===== src/rtl/omf_pkg.sv =====
package omf_pkg;
  // Width of the step index carried in the strobe bundle (up to 16 steps per phase).
  localparam int OMF_IDX_W = 4;

  typedef struct packed {
    logic                 load;
    logic                 doOmega;
    logic                 doFlip;
    logic [OMF_IDX_W-1:0] stepIdx;
  } omf_strobe_t;
endpackage


===== src/rtl/omf_stage_net.sv =====
module omf_stage_net #(
  parameter int WIDTH = 8,
  parameter int LOG2W = 3
) (
  input  logic [WIDTH-1:0]   x,
  input  logic [WIDTH/2-1:0] steer,
  output logic [WIDTH-1:0]   omegaY,
  output logic [WIDTH-1:0]   flipY
);
  localparam int HALF = WIDTH / 2;

  logic [WIDTH-1:0] exchIn;   // exchange applied to the input (omega path)
  logic [WIDTH-1:0] unshuf;   // unshuffled input (flip path)

  // Top-stage exchange: pair j with j+HALF.
  for (genvar j = 0; j < HALF; j++) begin : g_exch
    assign exchIn[j]        = steer[j] ? x[j+HALF] : x[j];
    assign exchIn[j+HALF]   = steer[j] ? x[j]      : x[j+HALF];
    assign flipY[j]         = steer[j] ? unshuf[j+HALF] : unshuf[j];
    assign flipY[j+HALF]    = steer[j] ? unshuf[j]      : unshuf[j+HALF];
  end

  // Index rotations: shuffle = rotate left by one, unshuffle = rotate right by one.
  for (genvar i = 0; i < WIDTH; i++) begin : g_perm
    localparam int ROTL = ((i << 1) | (i >> (LOG2W - 1))) & (WIDTH - 1);
    localparam int ROTR = ((i >> 1) | ((i & 1) << (LOG2W - 1))) & (WIDTH - 1);
    assign omegaY[ROTL] = exchIn[i];
    assign unshuf[ROTR] = x[i];
  end
endmodule


===== src/rtl/omf_ctrl.sv =====
module omf_ctrl
  import omf_pkg::*;
#(
  parameter int STEPS = 3
) (
  input  logic        clk,
  input  logic        rstN,
  input  logic        start,
  output omf_strobe_t strobes,
  output logic        busy,
  output logic        done
);
  typedef enum logic [1:0] {S_IDLE, S_OMEGA, S_FLIP, S_DONE} omf_state_e;

  localparam logic [OMF_IDX_W-1:0] LAST_STEP = OMF_IDX_W'(STEPS - 1);

  omf_state_e           state, stateNext;
  logic [OMF_IDX_W-1:0] stepCnt, stepCntNext;

  always_comb begin
    stateNext   = state;
    stepCntNext = stepCnt;
    strobes     = '0;
    case (state)
      S_IDLE, S_DONE: begin
        if (start) begin
          strobes.load = 1'b1;
          stateNext    = S_OMEGA;
          stepCntNext  = '0;
        end else begin
          stateNext = S_IDLE;
        end
      end
      S_OMEGA: begin
        strobes.doOmega = 1'b1;
        strobes.stepIdx = stepCnt;
        if (stepCnt == LAST_STEP) begin
          stateNext   = S_FLIP;
          stepCntNext = '0;
        end else begin
          stepCntNext = stepCnt + 1'b1;
        end
      end
      S_FLIP: begin
        strobes.doFlip  = 1'b1;
        strobes.stepIdx = stepCnt;
        if (stepCnt == LAST_STEP) begin
          stateNext   = S_DONE;
          stepCntNext = '0;
        end else begin
          stepCntNext = stepCnt + 1'b1;
        end
      end
      default: stateNext = S_IDLE;
    endcase
  end

  always_ff @(posedge clk or negedge rstN) begin
    if (!rstN) begin
      state   <= S_IDLE;
      stepCnt <= '0;
    end else begin
      state   <= stateNext;
      stepCnt <= stepCntNext;
    end
  end

  assign busy = (state == S_OMEGA) || (state == S_FLIP);
  assign done = (state == S_DONE);

  // an accepted start makes the engine busy on the next cycle.
  p_busy_after_start_r2: assert property (@(posedge clk) disable iff (!rstN)
    (!busy && start) |=> busy);

  // the run always ends in the done cycle.
  p_end_in_done_r3: assert property (@(posedge clk) disable iff (!rstN)
    $fell(busy) |-> done);

  // done lasts a single cycle.
  p_done_pulse_r4: assert property (@(posedge clk) disable iff (!rstN)
    done |=> !done);

  // no load strobe while running.
  p_no_load_busy_r10: assert property (@(posedge clk) disable iff (!rstN)
    busy |-> !strobes.load);

  p_strobe_onehot_r10: assert property (@(posedge clk) disable iff (!rstN)
    $onehot0({strobes.load, strobes.doOmega, strobes.doFlip}));
endmodule


===== src/rtl/omf_datapath.sv =====
module omf_datapath
  import omf_pkg::*;
#(
  parameter int WIDTH = 8,
  parameter int LOG2W = 3,
  parameter int STEPS = 3
) (
  input  logic                          clk,
  input  logic                          rstN,
  input  omf_strobe_t                   strobes,
  input  logic [WIDTH-1:0]              dataIn,
  input  logic [2*STEPS*(WIDTH/2)-1:0]  maskIn,
  output logic [WIDTH-1:0]              dataOut
);
  localparam int HALF   = WIDTH / 2;
  localparam int MASK_W = 2 * STEPS * HALF;

  logic [WIDTH-1:0]  dataReg;
  logic [MASK_W-1:0] maskBank;
  logic [HALF-1:0]   curSteer;
  logic [WIDTH-1:0]  omegaY, flipY;
  int                slot;

  // Omega pass s uses field s, flip pass s uses field STEPS+s.
  always_comb begin
    slot     = int'(strobes.stepIdx) + (strobes.doFlip ? STEPS : 0);
    curSteer = maskBank[slot*HALF +: HALF];
  end

  omf_stage_net #(.WIDTH(WIDTH), .LOG2W(LOG2W)) net_i (
    .x      (dataReg),
    .steer  (curSteer),
    .omegaY (omegaY),
    .flipY  (flipY)
  );

  always_ff @(posedge clk or negedge rstN) begin
    if (!rstN) begin
      dataReg  <= '0;
      maskBank <= '0;
    end else if (strobes.load) begin
      dataReg  <= dataIn;
      maskBank <= maskIn;
    end else if (strobes.doOmega) begin
      dataReg  <= omegaY;
    end else if (strobes.doFlip) begin
      dataReg  <= flipY;
    end
  end

  assign dataOut = dataReg;

  // with no strobe the word is held.
  p_hold_idle_r11: assert property (@(posedge clk) disable iff (!rstN)
    !(strobes.load || strobes.doOmega || strobes.doFlip) |=> $stable(dataReg));

  // the mask bank cannot change during a run.
  p_bank_stable_r10: assert property (@(posedge clk) disable iff (!rstN)
    (strobes.doOmega || strobes.doFlip) |=> $stable(maskBank));

  // step index stays within one phase.
  p_idx_range_r7: assert property (@(posedge clk) disable iff (!rstN)
    (strobes.doOmega || strobes.doFlip) |-> (int'(strobes.stepIdx) < STEPS));
endmodule


===== src/rtl/omf_engine.sv =====
module omf_engine
  import omf_pkg::*;
#(
  parameter  int WIDTH  = 8,
  localparam int LOG2W  = $clog2(WIDTH),
  localparam int MASK_W = 2 * LOG2W * (WIDTH / 2)
) (
  input  logic              clk,
  input  logic              rstN,
  input  logic              start,
  input  logic [WIDTH-1:0]  dataIn,
  input  logic [MASK_W-1:0] maskIn,
  output logic              busy,
  output logic              done,
  output logic [WIDTH-1:0]  dataOut
);
  omf_strobe_t strobes;

  omf_ctrl #(.STEPS(LOG2W)) ctrl_i (
    .clk     (clk),
    .rstN    (rstN),
    .start   (start),
    .strobes (strobes),
    .busy    (busy),
    .done    (done)
  );

  omf_datapath #(.WIDTH(WIDTH), .LOG2W(LOG2W), .STEPS(LOG2W)) dp_i (
    .clk     (clk),
    .rstN    (rstN),
    .strobes (strobes),
    .dataIn  (dataIn),
    .maskIn  (maskIn),
    .dataOut (dataOut)
  );
endmodule


===== config.mk =====
export PLATFORM = sky130hd
export DESIGN_NAME = omf_engine
export DESIGN_NICKNAME = d
export VERILOG_FILES = /design/src/rtl/omf_pkg.sv /design/src/rtl/omf_stage_net.sv /design/src/rtl/omf_ctrl.sv /design/src/rtl/omf_datapath.sv /design/src/rtl/omf_engine.sv
export SDC_FILE = /design/constraint.sdc
export NUM_CORES = 1
export LEC_CHECK = 0
export ABC_AREA = 1
export BUFFER_PORTS_ARGS = -buffer_cell sky130_fd_sc_hd__buf_2
export CORE_MARGIN = 8
export CORE_UTILIZATION = 25
export CTS_BUF_LIST = sky130_fd_sc_hd__clkbuf_4 sky130_fd_sc_hd__clkbuf_8
export CTS_CLUSTER_DIAMETER = 30
export DETAILED_ROUTE_END_ITERATION = 8
export SLEW_MARGIN = 10
export SYNTH_ARGS = -nofsm -noshare
export SYNTH_HDL_FRONTEND = slang
export SYNTH_SLANG_ARGS = --single-unit

===== constraint.sdc =====
create_clock -name clk -period 2.75 [get_ports clk]
set_input_delay 0.1375 -clock clk [delete_from_list [all_inputs] [get_ports clk]]
set_output_delay 0.1375 -clock clk [all_outputs]
set_load 0.005 [all_outputs]

==> results.json <==
{
  "vias_in_the_first_global_route": 2180,
  "core_area_sq_um": 9110,
  "initial_core_util": 0.254,
  "fin_crit_ns": 2.54,
  "cp_slowest_stage_delay_ns": 0.48,
  "setup_tns_ns": 0,
  "critPathSlowestCell": "sky130_fd_sc_hd__fa_2",
  "drv.max_cap_violation_count": 0,
  "synth_area_per_cell_sq_um": 7.27,
  "power.share.switching": 0.515,
  "post_route_cells_drive_above_1_share": 0.209,
  "tightestPinTransition_ns": 0.886,
  "synth.most_common_cell": "sky130_fd_sc_hd__nand2_1",
  "asyncSetResetFlopFracSynth": 1.00,
  "clkSinkCount": 38,
  "cp_num_buf_inv": 2,
  "numPortBuffers": 44,
  "post-dp-hpwl_um": 4550,
  "synth_flop_cell": "sky130_fd_sc_hd__dfrtp_1",
  "path_cells": "inv_1 -> ha_1 -> nor2_1 -> ha_2 -> fa_2 -> buf_4 -> o21ai_2 -> nand3_2 -> nand2_1 -> nand3_1 -> nand3_1 -> nand2_1",
  "cp.depth": 12,
  "global_route_usage_sum": 0.103,
  "cell_area_after_technology_mapping_sq_um": 2310,
  "initialDrtViolationCount": 138,
  "synth_largest_type_area_fraction": 0.411,
  "hold_depth": 3,
  "global_route_wire_length_before_repair_um": 10500,
  "final.setup_skew_ns": 0.0109,
  "setup_viol": 0,
  "via_density_per_instance": 4.47,
  "clock_power_share": 0.099,
  "vdd_drop_max_v": 0.000411,
  "fmaxAchievable_mhz": 393,
  "endpoint_kind": "flip-flop",
  "worst_skew_pair.late_latency_ns": 0.30,
  "detail-route-antenna-nets": 0,
  "synth.lib_cells_used.distinct": 30,
  "timing_max_transition_violations_final": 0,
  "worst-setup-path-type": "flip-flop to flip-flop",
  "synth.ff_latch_count": 38,
  "area_growth_syn_to_layout_pct": 18.5,
  "std_cell_rows": 35,
  "status": "finished, final reports clean",
  "synth.net_count": 361,
  "crit_path_arrival_time_ns": 2.73,
  "yosys.area.top_type": "sky130_fd_sc_hd__dfrtp_1",
  "sequential_power_share": 0.236,
  "switching_power_uw": 2190,
  "rr_worst_depth": 12,
  "clock_tree.htree_level_count": 2,
  "die_x_um": 112,
  "synth-seq-area-share": 0.411,
  "detail_route.wl_per_cell_um": 13.0,
  "synth_cells": 318,
  "antenna_cells_inserted": 0,
  "slew_headroom": 0.410,
  "clock_pin_slew_on_the_worst_setup_and_hold_paths_ns": 0.08,
  "synth.area.top_cells": "sky130_fd_sc_hd__dfrtp_1, sky130_fd_sc_hd__nand2_1, sky130_fd_sc_hd__nand3_1",
  "synth-edff-count": 0,
  "crit_path_required_time_ns": 2.94,
  "seq_area_sq_um": 951,
  "power.share.combinational": 0.666,
  "die_area_sq_um": 12600,
  "cp_startpoint_kind": "flip-flop",
  "clk_path_buf_depth": 2,
  "cts_root_buffer": "sky130_fd_sc_hd__clkbuf_8",
  "cts_buf_count": 5,
  "multiInputGateArea_sq_um": 1120,
  "internal_uw": 2060,
  "tritoncts": "done",
  "timing.final.hold_violations": 0,
  "cellLeakagePower_uw": 0.00147,
  "critical_path.max_fanout": 5,
  "ios": 45,
  "fill_cells": 988,
  "post-cts-setup-buffers": 0,
  "vias": 2120,
  "fin_nets": 405,
  "synth-warning-count": 0,
  "p_per_area_nw_per_um2": 1550,
  "detail_route.drc_violations": 0,
  "kind_of_cell_adding_the_most_delay_to_the_critical_path": "adder cells",
  "postRouteWirelength_um": 6170,
  "layout_worst_path_cycle_share": 0.924,
  "detail_route.first_pass.iterations": 5,
  "setup_repair_after_global_routing_missed_its_margin": "no",
  "largest_net_degree_at_the_start_of_global_routing": 39,
  "timing.hold.worst.class": "primary input to flip-flop",
  "antenna_found_initial": 0,
  "synth_commonest_cells": "sky130_fd_sc_hd__nand2_1, sky130_fd_sc_hd__inv_1, sky130_fd_sc_hd__dfrtp_1",
  "chipHeight_um": 112,
  "overflow_left_after_global_routing": 0,
  "worst_hold_slack_ns": 0.0238,
  "gpl.final_weighted_congestion": 0.838
}
-- worst min-delay path: stages --
cell	delay, ns
sky130_fd_sc_hd__buf_2	0.07
sky130_fd_sc_hd__nand2_1	0.04
sky130_fd_sc_hd__nand2_1	0.04
-- final timing paths --
check	from	endpoint	slack, ns
setup / recovery	ctrl_i.state[0]	dp_i.dataOut[6]	0.21
hold / removal	maskIn[11]	dp_i.maskBank[11]	0.02
setup reg to reg	ctrl_i.state[0]	dp_i.dataOut[6]	0.21
hold reg to reg	dp_i.maskBank[8]	dp_i.maskBank[8]	0.49
max in group asynchronous	rstN	dp_i.maskBank[8]	1.70
min in group asynchronous	rstN	dp_i.dataOut[3]	0.48
-- layout make-up --
type / instances / share of cell area
clock buffers: 6 / 0.0302
clock inverters: 2 / 0.00457
inverters: 45 / 0.0617
multi-input cells: 223 / 0.411
flip-flops and latches: 38 / 0.347
well taps: 111 / 0.0507
repair buffers: 49 / 0.0950
-- flip-flops by register name, summed over array words and instances (netlist names) --
signal	flops
ctrl_i.state	2
dp_i.dataOut	8
dp_i.maskBank	24
ctrl_i.stepCnt	4
-- per-stage QoR --
stage	power [uW]	setup slack, ns	area, sq um	utilization	std cells
2_1_floorplan	3160	0.162	2310	-	318
3_3_place_gp	3770	0.261	2630	0.289	465
3_5_place_dp	3830	0.177	2630	0.289	465
4_1_cts	4260	0.165	2730	0.300	474
5_1_grt	4730	0.00968	2740	0.301	474
6_report	4240	0.208	2740	0.301	474
-- power groups by stage --
stage,clock (uW),combinational [uW],sequential (uW)
3_5_place_dp,0,2820,1010
4_1_cts,430,2830,1000
5_1_grt,450,3250,1030
2_1_floorplan,0,2190,978
6_report,419,2830,1000
3_3_place_gp,0,2760,1000
-- routing by layer --
metal / part of all wire / routed length [um] / GRT usage
met1: 0.48 / 2970 / 0.131
met2: 0.46 / 2860 / 0.165
met3: 0.034 / 209 / 0.0183
met4: 0.020 / 123 / 0.0477
met5: 0 / 0 / 0
-- cell families after synthesis --
kind of cell             Yosys count  share of synthesized area
XOR/XNOR                           2                    0.00758
buffers and inverters             57                      0.104
multiplexers                       3                     0.0141
AO/OA/AOI/OAI                     38                     0.0909
flip-flops                        38                      0.411
AND/OR/NAND/NOR                  172                      0.325
adder cells (fa/ha/maj)            8                     0.0465
-- timing repair --
| action | in CTS | in global routing |
|---|---|---|
| resized for setup | 0 | 3 |
| hold buffers | 1 | 0 |
| hold endpoints to repair | 35 | 0 |
| endpoints found under the setup margin | 0 | 7 |
-- placed cells by master, fill, tap and decap left out, types with 2 or more instances in the layout --
master                     count
sky130_fd_sc_hd__ha_1          6
sky130_fd_sc_hd__dfrtp_1      38
sky130_fd_sc_hd__nand2_1      97
sky130_fd_sc_hd__nand3_2       2
sky130_fd_sc_hd__o21a_1        2
sky130_fd_sc_hd__nand2_4       2
sky130_fd_sc_hd__nand3_1      37
sky130_fd_sc_hd__o21ai_0      16
sky130_fd_sc_hd__nor2_1       21
sky130_fd_sc_hd__mux2_2        2
sky130_fd_sc_hd__inv_2         4
sky130_fd_sc_hd__o22ai_1       3
sky130_fd_sc_hd__nand2_2       6
sky130_fd_sc_hd__buf_2        44
sky130_fd_sc_hd__clkbuf_8      6
sky130_fd_sc_hd__a21oi_1      12
sky130_fd_sc_hd__inv_1        41
sky130_fd_sc_hd__buf_4         4
sky130_fd_sc_hd__nand4_1       7
Note: power is estimated with default switching activity, not from simulation.
